File: config.mk
export PLATFORM = sky130hd
export DESIGN_NAME = i2c_tgt_rx_front
export DESIGN_NICKNAME = d
export VERILOG_FILES = /design/src/rtl/i2c_rx_pkg.sv /design/src/rtl/i2c_line_sync.sv /design/src/rtl/i2c_bus_events.sv /design/src/rtl/i2c_byte_engine.sv /design/src/rtl/i2c_tgt_rx_front.sv
export SDC_FILE = /design/constraint.sdc
export NUM_CORES = 1
export LEC_CHECK = 0
export CORE_ASPECT_RATIO = 0.9
export CORE_MARGIN = 2
export CORE_UTILIZATION = 50
export CTS_CLUSTER_DIAMETER = 50
export CTS_CLUSTER_SIZE = 16
export DETAILED_ROUTE_END_ITERATION = 10
export HOLD_SLACK_MARGIN = 0.06
export PLACE_DENSITY_LB_ADDON = 0.12
export SETUP_SLACK_MARGIN = 0.15
export SKIP_CTS_REPAIR_TIMING = 1
export SLEW_MARGIN = 20
export SYNTH_ARGS = -nofsm -noshare
export SYNTH_HDL_FRONTEND = slang
export SYNTH_SLANG_ARGS = --single-unit
File: constraint.sdc
create_clock -name clk -period 1.66 [get_ports clk]
set_input_delay 0.332 -clock clk [delete_from_list [all_inputs] [get_ports clk]]
set_output_delay 0.332 -clock clk [all_outputs]
set_load 0.01 [all_outputs]
File: src/rtl/i2c_rx_pkg.sv
package i2c_rx_pkg;

  typedef enum logic [2:0] {
    ST_IDLE,
    ST_ADDR,
    ST_ADDR_ACK,
    ST_DATA,
    ST_DATA_ACK,
    ST_SKIP
  } rx_state_t;

  typedef struct packed {
    logic start;
    logic stop;
    logic scl_rise;
    logic scl_fall;
    logic sda;
  } bus_evt_t;

endpackage

File: src/rtl/i2c_line_sync.sv
module i2c_line_sync #(
  parameter int WIDTH  = 2,
  parameter int STAGES = 2
) (
  input  logic             clk,
  input  logic             rst,
  input  logic [WIDTH-1:0] d,
  output logic [WIDTH-1:0] q
);

  logic [STAGES-1:0][WIDTH-1:0] chain;

  // idle bus lines are high, so the chain resets to ones
  always_ff @(posedge clk) begin
    if (rst) begin
      chain <= '1;
    end else begin
      chain[0] <= d;
      for (int i = 1; i < STAGES; i++) chain[i] <= chain[i-1];
    end
  end

  assign q = chain[STAGES-1];

  initial begin
    AST_SYNC_DEPTH: assert (STAGES >= 2);
  end

endmodule

File: src/rtl/i2c_bus_events.sv
module i2c_bus_events
  import i2c_rx_pkg::*;
(
  input  logic     clk,
  input  logic     rst,
  input  logic     scl_s,
  input  logic     sda_s,
  output bus_evt_t evt,
  output logic     start_o,
  output logic     stop_o,
  output logic     busy_o
);

  logic scl_q, sda_q;

  assign evt.start    = scl_s & scl_q & sda_q & ~sda_s;
  assign evt.stop     = scl_s & scl_q & ~sda_q & sda_s;
  assign evt.scl_rise = scl_s & ~scl_q;
  assign evt.scl_fall = ~scl_s & scl_q;
  assign evt.sda      = sda_s;

  always_ff @(posedge clk) begin
    if (rst) begin
      scl_q   <= 1'b1;
      sda_q   <= 1'b1;
      start_o <= 1'b0;
      stop_o  <= 1'b0;
      busy_o  <= 1'b0;
    end else begin
      scl_q   <= scl_s;
      sda_q   <= sda_s;
      start_o <= evt.start;
      stop_o  <= evt.stop;
      if (evt.start)     busy_o <= 1'b1;
      else if (evt.stop) busy_o <= 1'b0;
    end
  end

  AST_START_STOP_EXCL: assert property (@(posedge clk) disable iff (rst)
    !(start_o && stop_o));
  AST_START_ONE_CYCLE: assert property (@(posedge clk) disable iff (rst)
    start_o |=> !start_o);
  AST_STOP_ONE_CYCLE: assert property (@(posedge clk) disable iff (rst)
    stop_o |=> !stop_o);
  AST_BUSY_RISE: assert property (@(posedge clk) disable iff (rst)
    $rose(busy_o) |-> start_o);
  AST_BUSY_FALL: assert property (@(posedge clk) disable iff (rst)
    $fell(busy_o) |-> stop_o);

endmodule

File: src/rtl/i2c_byte_engine.sv
module i2c_byte_engine
  import i2c_rx_pkg::*;
#(
  parameter int               DATA_W      = 8,
  parameter int               ADDR_W      = 7,
  parameter logic [ADDR_W-1:0] TARGET_ADDR = 7'h3A
) (
  input  logic              clk,
  input  logic              rst,
  input  bus_evt_t          evt,
  output logic              ack_n_o,
  output logic [DATA_W-1:0] byte_o,
  output logic              byte_vld_o
);

  localparam int CNT_W = $clog2(DATA_W + 1);
  localparam logic [CNT_W-1:0] FULL = CNT_W'(DATA_W);

  rx_state_t         state;
  logic [CNT_W-1:0]  bit_cnt;
  logic [DATA_W-1:0] shreg;
  logic              addr_hit;

  // direction bit sits at bit 0, address above it
  assign addr_hit = (shreg[DATA_W-1 -: ADDR_W] == TARGET_ADDR) && (shreg[0] == 1'b0);

  always_ff @(posedge clk) begin
    if (rst) begin
      state      <= ST_IDLE;
      bit_cnt    <= '0;
      shreg      <= '0;
      ack_n_o    <= 1'b1;
      byte_o     <= '0;
      byte_vld_o <= 1'b0;
    end else begin
      byte_vld_o <= 1'b0;
      if (evt.stop) begin
        state   <= ST_IDLE;
        bit_cnt <= '0;
        ack_n_o <= 1'b1;
      end else if (evt.start) begin
        state   <= ST_ADDR;
        bit_cnt <= '0;
        ack_n_o <= 1'b1;
      end else begin
        case (state)
          ST_ADDR, ST_DATA: begin
            if (evt.scl_rise && bit_cnt != FULL) begin
              shreg   <= {shreg[DATA_W-2:0], evt.sda};
              bit_cnt <= bit_cnt + CNT_W'(1);
            end else if (evt.scl_fall && bit_cnt == FULL) begin
              bit_cnt <= '0;
              if (state == ST_ADDR) begin
                if (addr_hit) begin
                  state   <= ST_ADDR_ACK;
                  ack_n_o <= 1'b0;
                end else begin
                  state <= ST_SKIP;
                end
              end else begin
                state      <= ST_DATA_ACK;
                ack_n_o    <= 1'b0;
                byte_o     <= shreg;
                byte_vld_o <= 1'b1;
              end
            end
          end
          ST_ADDR_ACK, ST_DATA_ACK: begin
            if (evt.scl_fall) begin
              ack_n_o <= 1'b1;
              state   <= ST_DATA;
            end
          end
          default: ;
        endcase
      end
    end
  end

  AST_ACK_ON_EVENT: assert property (@(posedge clk) disable iff (rst)
    !$stable(ack_n_o) |-> $past(evt.scl_fall | evt.start | evt.stop));
  AST_VLD_ONE_CYCLE: assert property (@(posedge clk) disable iff (rst)
    byte_vld_o |=> !byte_vld_o);
  AST_VLD_WITH_ACK: assert property (@(posedge clk) disable iff (rst)
    byte_vld_o |-> !ack_n_o);
  AST_QUIET_WHEN_UNADDRESSED: assert property (@(posedge clk) disable iff (rst)
    (state == ST_SKIP || state == ST_IDLE) |-> (ack_n_o && !byte_vld_o));

endmodule

File: src/rtl/i2c_tgt_rx_front.sv
module i2c_tgt_rx_front #(
  parameter int               SYNC_STAGES = 2,
  parameter logic [6:0]       TARGET_ADDR = 7'h3A
) (
  input  logic       clk,
  input  logic       rst,
  input  logic       scl_i,
  input  logic       sda_i,
  output logic       ack_n_o,
  output logic       busy_o,
  output logic       start_o,
  output logic       stop_o,
  output logic       byte_vld_o,
  output logic [7:0] byte_o
);

  import i2c_rx_pkg::*;

  logic [1:0] lines_s;
  bus_evt_t   evt;

  i2c_line_sync #(.WIDTH(2), .STAGES(SYNC_STAGES)) i_sync (
    .clk (clk),
    .rst (rst),
    .d   ({scl_i, sda_i}),
    .q   (lines_s)
  );

  i2c_bus_events i_events (
    .clk     (clk),
    .rst     (rst),
    .scl_s   (lines_s[1]),
    .sda_s   (lines_s[0]),
    .evt     (evt),
    .start_o (start_o),
    .stop_o  (stop_o),
    .busy_o  (busy_o)
  );

  i2c_byte_engine #(.DATA_W(8), .ADDR_W(7), .TARGET_ADDR(TARGET_ADDR)) i_engine (
    .clk        (clk),
    .rst        (rst),
    .evt        (evt),
    .ack_n_o    (ack_n_o),
    .byte_o     (byte_o),
    .byte_vld_o (byte_vld_o)
  );

  AST_RESET_QUIET: assert property (@(posedge clk)
    $past(rst) |-> (ack_n_o && !busy_o && !byte_vld_o));

endmodule

==> impl_metrics.tcl <==
set metrics [dict create \
    status "finished, final reports clean" \
    p_switching_mw 0.309 \
    ir_drop_mv 0.825 \
    num_vias 1129 \
    clk_latency_ns 0.33 \
    yosys-top-cells-area "dfxtp_1 (50%), mux2i_1 (5.9%), a21oi_1 (5.5%)" \
    dpl.hpwl_um 1900 \
    ys_async_sr_fraction 0 \
    maxCapViolations 0 \
    wl_per_cell_um 14.0 \
    yosysTopAreaCell "dfxtp_1" \
    first_global_vias 1017 \
    antenna_found_initial 0 \
    synth_flop_cell "dfxtp_1" \
    portBuffers 16 \
    path_class "reg -> reg" \
    htree_levels 2 \
    dr.pass1.iters 4 \
    fin_crit_ns 1.55 \
    hold_end "i_sync.q[1]$_SDFF_PP1_" \
    synthTopCellsByCount "dfxtp_1 (34), a21oi_1 (15), nand3_1 (14)" \
    grt_max_degree 18 \
    min_path_cells 1 \
    syn-num-nets 151 \
    p_sw_frac 0.234 \
    synthesis.area_sq_um 1360 \
    cts.clk_slew.worst_paths_ns 0.10 \
    rsz0062_at_grt "yes" \
    crit_path_start_kind "register" \
    start_util 0.540 \
    avgSynthCellArea_sq_um 9.35 \
    synth_simple_gate_area_frac 0.266 \
    cts_tree "done" \
    yosysWarningCount 0 \
    drtIter0Drc 53 \
    syn_to_final_growth_pct 29.3 \
    synth_xor_area_frac 0.0194 \
    synthAdderAreaFrac 0.0185 \
    synth_edf_count 0 \
    path_max_fanout 9 \
    dieArea_sq_um 3140 \
    combPwrFrac 0.053 \
    synth_cells 145 \
    yosysTopAreaCellShare 0.502 \
    synth_top_family_by_area "simple AND/OR/NAND/NOR gates" \
    antenna_left 0 \
    gp_congestion 0.755 \
    io_pins 17 \
    required_ns 1.88 \
    yosysSeqAreaShare 0.502 \
    n_antenna_cell 0 \
    fin_skew_ns 0.00964 \
    arrival_ns 1.77 \
    tns_ns 0 \
    core.rowCount 17 \
    multiInputGateArea_sq_um 679 \
    hold_path_startpoint "i_sync.chain[1]$_SDFF_PP1_" \
    p_clk_frac 0.315 \
    endpoint_kind "register" \
    root_buffer "clkbuf_4" \
    die_w_um 58.9 \
    setup-violations-final 0 \
    synth-seq-cells 34 \
    fin_util 0.698 \
    synth_most_common_cell "dfxtp_1" \
    p_leak_nw 0.887 \
    synth_mux_area_frac 0.0591 \
    grt_use_total 0.195 \
    grt_overflow_total 0 \
    synth.distinct_cells 36 \
    max_freq_mhz 644 \
    seq_power_share 0.631 \
    ff_latch_area_sq_um 688 \
    worst_r2r_endpoint "i_engine.byte_o[2]$_SDFFE_PP0P_" \
    drt_wl_total_um 2810 \
    cts_made_buffers 5 \
    fill_cells 221 \
    internal_power_mw 1.01 \
    layout_worst_path_cycle_share 0.935 \
    die_y_um 53.4 \
    relSlewSlack 0.662 \
    grt_pass1_wl_um 4440 \
    fp.coreArea_sq_um 2510 \
    via_per_inst 5.62 \
    clock_path_buffers 2 \
    cts.sinks 34 \
    hold_class "reg -> reg" \
    slew_violations 0 \
    nNetsFinal 179 \
    r2r_cells 7 \
    p_per_area_nw_per_um2 752 \
    layout-drive-gt1-share 0.214 \
    reg2reg_from "i_engine.bit_cnt[0]$_SDFFE_PP0P_" \
    synth-compound-area-share 0.106 \
    r2r_setup_slack_ns 0.11 \
    drc_errors 0 \
    final_hold_viol_count 0 \
    worst_pin_slew_ns 0.503 \
]
power by group through the flow:
| stage | Combinational, mW | Clock, mW | Sequential [mW] |
|---|---|---|---|
| global placement | 0.0639 | 0 | 0.853 |
| global route | 0.0775 | 0.461 | 0.834 |
| CTS | 0.0665 | 0.428 | 0.835 |
| detailed placement | 0.0662 | 0 | 0.854 |
| finish | 0.0703 | 0.416 | 0.832 |
| floorplan | 0.0422 | 0 | 0.852 |
per-layer routing:
| layer | vias up | GRT usage | part of all wire | routed length [um] |
|---|---|---|---|---|
| li1 | 559 | - | - | - |
| met1 | 547 | 0.237 | 0.46 | 1300 |
| met2 | 18 | 0.315 | 0.49 | 1370 |
| met3 | 5 | 0.0513 | 0.036 | 102 |
| met4 | 0 | 0.102 | 0.017 | 47 |
| met5 | - | 0 | 0 | 0 |
how the worst max path moves through the flow:
| stage | start | to | slack, ns | depth (start not counted) |
|---|---|---|---|---|
| floorplan | i_engine.bit_cnt[0]$_SDFFE_PP0P_ | i_engine.byte_o[0]$_SDFFE_PP0P_ | 0.20 | 7 |
| global placement | rst | i_engine.bit_cnt[2]$_SDFFE_PP0P_ | 0.16 | 4 |
| detailed placement | i_engine.bit_cnt[0]$_SDFFE_PP0P_ | i_engine.byte_o[2]$_SDFFE_PP0P_ | 0.05 | 7 |
| CTS | i_engine.bit_cnt[0]$_SDFFE_PP0P_ | i_engine.byte_o[2]$_SDFFE_PP0P_ | 0.03 | 7 |
| global route | i_engine.bit_cnt[0]$_SDFFE_PP0P_ | i_engine.byte_o[2]$_SDFFE_PP0P_ | 0.04 | 7 |
| finish | i_engine.bit_cnt[0]$_SDFFE_PP0P_ | i_engine.byte_o[2]$_SDFFE_PP0P_ | 0.11 | 7 |
critical path, cell delays in order (launching register included):
cell and delay, ns:
dfxtp_4 0.38, inv_4 0.06, ha_4 0.13, and4bb_2 0.28, nand4_1 0.16, buf_12 0.19, mux2i_1 0.17, nor2_1 0.06
per-stage QoR:
step | setup WS, ns | std cells | cell area (sq um) | hold slack [ns] | total power, mW
after global placement | 0.162 | 188 | 1570 | 0.394 | 0.917
final | 0.108 | 201 | 1750 | 0.421 | 1.32
after floorplan | 0.197 | 145 | 1360 | 0.389 | 0.894
after global routing | 0.0356 | 201 | 1750 | 0.432 | 1.37
after detailed placement | 0.0467 | 188 | 1570 | 0.399 | 0.920
after CTS | 0.0332 | 195 | 1620 | 0.425 | 1.33
layout make-up:
class,count,area share
inverters,3,0.00786
repair buffers,27,0.164
clock inverters,2,0.00571
flip-flops and latches,34,0.393
multi-input cells,102,0.388
well taps,28,0.0200
clock buffers,5,0.0214
cells by family after synthesis:
family / Yosys count
adders and majority gates: 2
muxes: 8
xor gates and xnor gates: 3
AOI/OAI and AO/OA: 25
DFF: 34
and+or+nand+nor: 64
buffers and inverters: 9
layout by cell type (no fill, tap or decap), drive strengths merged, types with 2 or more instances in the layout:
cell,synthesis,routed
dfxtp,34,34
a21oi,15,15
nand3,15,15
dlymetal6s2s,0,13
nand2,12,12
nor2,11,11
buf,2,11
mux2i,8,8
or2,7,7
clkbuf,4,5
nand4,3,3
nand2b,3,3
clkdlybuf4s50,0,3
o21ai,3,3
inv,3,3
xnor2,2,2
nand3b,2,2
o21bai,2,2
clkinv,0,2
and4bb,2,2
nor4b,2,2
ha,2,2
flip-flops by register name (all words and copies together) (netlist names):
name,cells
i_events.sda_q,1
i_engine.state,3
i_sync.chain,2
i_events.stop_o,1
i_engine.shreg,8
i_engine.byte_o,8
i_engine.bit_cnt,4
i_engine.ack_n_o,1
i_events.busy_o,1
i_engine.byte_vld_o,1
i_events.start_o,1
i_events.scl_q,1
i_sync.q,2
No activity file was read; power rests on OpenSTA's default activity.
